<file path="src/rtl/otp_prog_ctrl.sv">
module otp_prog_ctrl #(
  parameter int AW        = 13,
  parameter int CTRL_ADDR = 'h01C,
  parameter int ARR_BASE  = 'h100,
  parameter int ARR_WORDS = 256,
  parameter int LAT_BIT   = 2,
  parameter int PGM_BIT   = 0
) (
  input  logic          clk,
  input  logic          rst_n,
  input  logic [AW-1:0] bus_addr,
  input  logic [7:0]    bus_wdata,
  input  logic          bus_we,
  input  logic          bus_re,
  output logic [7:0]    bus_rdata,
  output logic          rd_blocked,
  output logic [AW-1:0] arr_raddr,
  output logic          arr_rd_en,
  input  logic [7:0]    arr_rdata,
  output logic [AW-1:0] prog_addr,
  output logic [7:0]    prog_data,
  output logic          prog_pulse
);
  localparam logic [AW-1:0] CTRL_A = AW'(CTRL_ADDR);
  localparam logic [AW-1:0] ARR_LO = AW'(ARR_BASE);
  localparam logic [AW-1:0] ARR_HI = AW'(ARR_BASE + ARR_WORDS - 1);

  logic lat_q, pgm_q, pair_q;
  logic [7:0] ctrl_val;

  wire ctrl_hit = (bus_addr == CTRL_A);
  wire in_arr   = (bus_addr >= ARR_LO) && (bus_addr <= ARR_HI);
  wire ctrl_wr  = bus_we & ctrl_hit;
  wire arr_wr   = bus_we & in_arr;

  always_ff @(posedge clk or negedge rst_n) begin
    if (!rst_n) begin
      lat_q     <= 1'b0;
      pgm_q     <= 1'b0;
      pair_q    <= 1'b0;
      prog_addr <= '0;
      prog_data <= '0;
    end else if (ctrl_wr) begin
      if (!bus_wdata[LAT_BIT]) begin
        lat_q  <= 1'b0;
        pgm_q  <= 1'b0;
        pair_q <= 1'b0;
      end else if (!lat_q) begin
        lat_q <= 1'b1;
        pgm_q <= 1'b0;
      end else begin
        pgm_q <= bus_wdata[PGM_BIT] & pair_q;
      end
    end else if (arr_wr && lat_q && !pair_q) begin
      prog_addr <= bus_addr;
      prog_data <= bus_wdata;
      pair_q    <= 1'b1;
    end
  end

  always_comb begin
    ctrl_val          = 8'h00;
    ctrl_val[LAT_BIT] = lat_q;
    ctrl_val[PGM_BIT] = pgm_q;
  end

  always_comb begin
    bus_rdata = 8'h00;
    if (bus_re) begin
      if (ctrl_hit)            bus_rdata = ctrl_val;
      else if (in_arr && !lat_q) bus_rdata = arr_rdata;
    end
  end

  assign rd_blocked = bus_re & in_arr & lat_q;
  assign arr_rd_en  = bus_re & in_arr & ~lat_q;
  assign arr_raddr  = bus_addr;
  assign prog_pulse = pgm_q;
endmodule

</file>
<file path="config.mk">
export PLATFORM = sky130hd
export DESIGN_NAME = otp_prog_ctrl
export DESIGN_NICKNAME = d
export VERILOG_FILES = /design/src/rtl/otp_prog_ctrl.sv
export SDC_FILE = /design/constraint.sdc
export NUM_CORES = 1
export LEC_CHECK = 0
export BUFFER_PORTS_ARGS = -buffer_cell sky130_fd_sc_hd__buf_2
export CAP_MARGIN = 5
export CORE_UTILIZATION = 30
export DETAILED_ROUTE_END_ITERATION = 7
export PLACE_DENSITY_LB_ADDON = 0.15
export RECOVER_POWER = 25
export SLEW_MARGIN = 20
export SYNTH_ARGS = -nofsm -noshare
export SYNTH_HDL_FRONTEND = slang
export SYNTH_SLANG_ARGS = --single-unit
export TNS_END_PERCENT = 100
</file>
<file path="constraint.sdc">
create_clock -name clk -period 2.5 [get_ports clk]
set_clock_uncertainty 0.15 [all_clocks]
set_input_delay 0.375 -clock clk [delete_from_list [all_inputs] [get_ports clk]]
set_output_delay 0.375 -clock clk [all_outputs]
set_load 0.05 [all_outputs]
</file>
==> results.md <==
* Outcome: complete, no violations
* Slew @ Worst Pin at 1.283 ns
* Internal power at 0.6322 mW
* Initial core utilization at 32.35%
* Endpoint class of the critical path: output pin
* EDFF count, synth at 0
* CTS max path bufs at 2
* Htree depth at 1
* Latest clock arrival within the worst-skew pair at 0.26 ns
* Register bit total from synthesis at 24
* Top cells by area, synth: dfrtp_1 49%, mux2_4 17%, buf_4 8.0%, and2_1 3.6%, mux2_2 2.8%
* Iter 0 DRT Violations at 15
* Synth cell count leaders: 24 x dfrtp_1, 14 x mux2_4, 13 x buf_4, 7 x and2_1, 5 x nor2b_1
* Post-Syn Nets at 122
* Clk slew on worst S/H paths at 0.09 ns
* Primary FF master, synth: dfrtp_1
* Dpl cell area at 1531 um^2
* Nets at 190
* Die Height at 65.77 um
* Core Box Area at 3771 um^2
* Total number of vias at 894
* Post-synthesis sequential area ratio at 49.23%
* Max_slew headroom at 14.49%
* Remaining Overflow, GRT at 0
* Fill cell count at 381
* Fmax at 455.3 MHz
* CTS Sinks at 24
* IO buf count at 77
* Setup TNS at 0 ns
* First-pass GRT wire length at 3.870 mm
* Worst vdd ir at 0.2769 mV
* Comb power frac at 12.5%
* Lkg Pwr at 0.9284 nW
* Routed Antenna Nets at 0
* Cell count after synthesis at 89
* First-pass iteration count of the detailed router at 2
* Post-CTS Resized at 0
* Final Hold Vio Count at 0
* Root Driver: clkbuf_8
* Yosys synthesis warning count at 0
* Vias per Instance at 4.382
* Crit path launch type: primary input
* FP Rows at 22
* WP data required at 1.98 ns
* Switching fraction of total power at 23.13%
* Vias in the first global route at 831
* Routed WL at 2.514 mm
* Avg Cell Area, Syn at 13.71 um^2
* Synth async-reset ratio at 100.0%
* Slew Limit Fails at 0
* GRT Util Overall at 11.73%
* Seq pwr share at 47.2%
* RSZ-0062 raised after global routing: false
* Power per cell area at 510.4 nW/um^2
* Final instance area at 1612 um^2
* Period utilisation layout at 87.86%
* DRC Markers at 0
* Antenna cell count at 0
* Die width at 65.77 um
* Unique masters post-synth at 23
* Post-CTS setup buffer count at 0
* Routed len/inst at 12.32 um
* Hpwl dp at 1.957 mm
* CTS tree: yes
* Post-Syn Area at 1220 um^2
* Power consumption at 0.8225 mW
* GPL Wtd Cong at 0.6516
* CTS Hold Bufs at 1
* Yosys top cell by area: dfrtp_1
* # setup viols final at 0
* Yosys top cell area share at 49.23%
* Final min period at 2.197 ns
* Psw at 0.1902 mW
* Critical path arrival at 1.67 ns
* Num CTS Buffers at 3
* # Max-Cap Violations at 0
* Crit path kind: in2out
* Area growth from synthesis to final layout at 32.10%
* HP Class: in2reg
* IO Pins at 78
* Share of layout cells above drive strength 1 at 64.74%
* Top-count cell post-synth: dfrtp_1
* Pin count of the biggest net entering global routing at 25
* Die area at 4326 um^2
* Worst-path fanout max at 9
* Initial antenna violation count at 0
* Clock share of power at 40.3%
==> critical path: stages <==
cell and delay (ns):
buf_2 0.12, nor4_4 0.38, and4_1 0.38, o2bb2ai_1 0.14, buf_2 0.28
==> final timing paths <==
path,startpoint,end,slack (ns),depth (start not counted)
worst max-delay path,bus_addr[11],bus_rdata[0],0.30,5
worst min-delay path,bus_wdata[4],prog_data[4],0.19,2
worst max register to register,pair_q,prog_data[0],0.85,4
worst min register to register,prog_addr[8],prog_addr[8],0.33,1
max in group asynchronous,rst_n,prog_data[7],0.68,2
min in group asynchronous,rst_n,prog_addr[0],0.76,2
==> final cells by class <==
| class | instances | area (um^2) | area share, % |
|---|---|---|---|
| flip-flops and latches | 24 | 600.6 | 37.27 |
| repair buffers | 80 | 409.1 | 25.39 |
| inverters | 2 | 7.507 | 0.4658 |
| clock buffers | 3 | 41.29 | 2.562 |
| clock inverters | 1 | 30.03 | 1.863 |
| multi-input cells | 46 | 462.9 | 28.73 |
| well taps | 48 | 60.06 | 3.727 |
==> cells by family (layout without fill, tap and decap cells) <==
group           Yosys count  count (layout)  share of synthesized area, %
flops                    24              24                         49.23
simple gates             24              24                         14.56
buf+inv                  19              86                         12.82
mux                      18              18                         20.82
compound gates            4               4                         2.564
==> cells in the final DEF, fill, tap and decap left out, drive strengths merged <==
master,n
a21oi,1
a2bb2oi,1
and2,7
and4,2
and4b,3
buf,78
bufinv,1
clkbuf,4
dfrtp,24
dlygate4sd3,1
inv,2
mux2,17
mux2i,1
nand3,1
nand4,2
nor2,1
nor2b,5
nor4,2
o2bb2ai,2
or2,1
==> power by group through the flow <==
stage	Combinational, mW	Clock [mW]	Sequential [mW]
2_1_floorplan	0.0651	0	0.397
3_3_place_gp	0.102	0	0.396
3_5_place_dp	0.103	0	0.396
4_1_cts	0.104	0.341	0.388
5_1_grt	0.110	0.357	0.388
6_report	0.102	0.332	0.388
==> sequential cells by signal, indices dropped and copies added, names as in the netlist <==
signal and cells:
prog_addr 13, lat_q 1, prog_data 8, prog_pulse 1, pair_q 1
==> layer usage <==
layer  GRT usage, %  part of all wire [%]  vias to the layer above
met5              0                     0                        -
li1               -                     -                      427
met1          15.24                    44                      417
met2          19.64                    47                       50
met3          2.759                   9.2                        0
met4          2.446                     0                        0
==> through the flow <==
stage / hold slack (ns) / setup WS, ns / util (%) / instances
after global routing: 0.1846 / 0.1778 / 42.73 / 204
after global placement: 0.2290 / 0.3487 / 40.61 / 199
after floorplan: -0.07059 / 0.2717 / - / 89
final: 0.1903 / 0.3035 / 42.73 / 204
after CTS: 0.1879 / 0.2747 / 42.77 / 204
after detailed placement: 0.2365 / 0.2819 / 40.61 / 199
(Power assumes the default switching activity.)
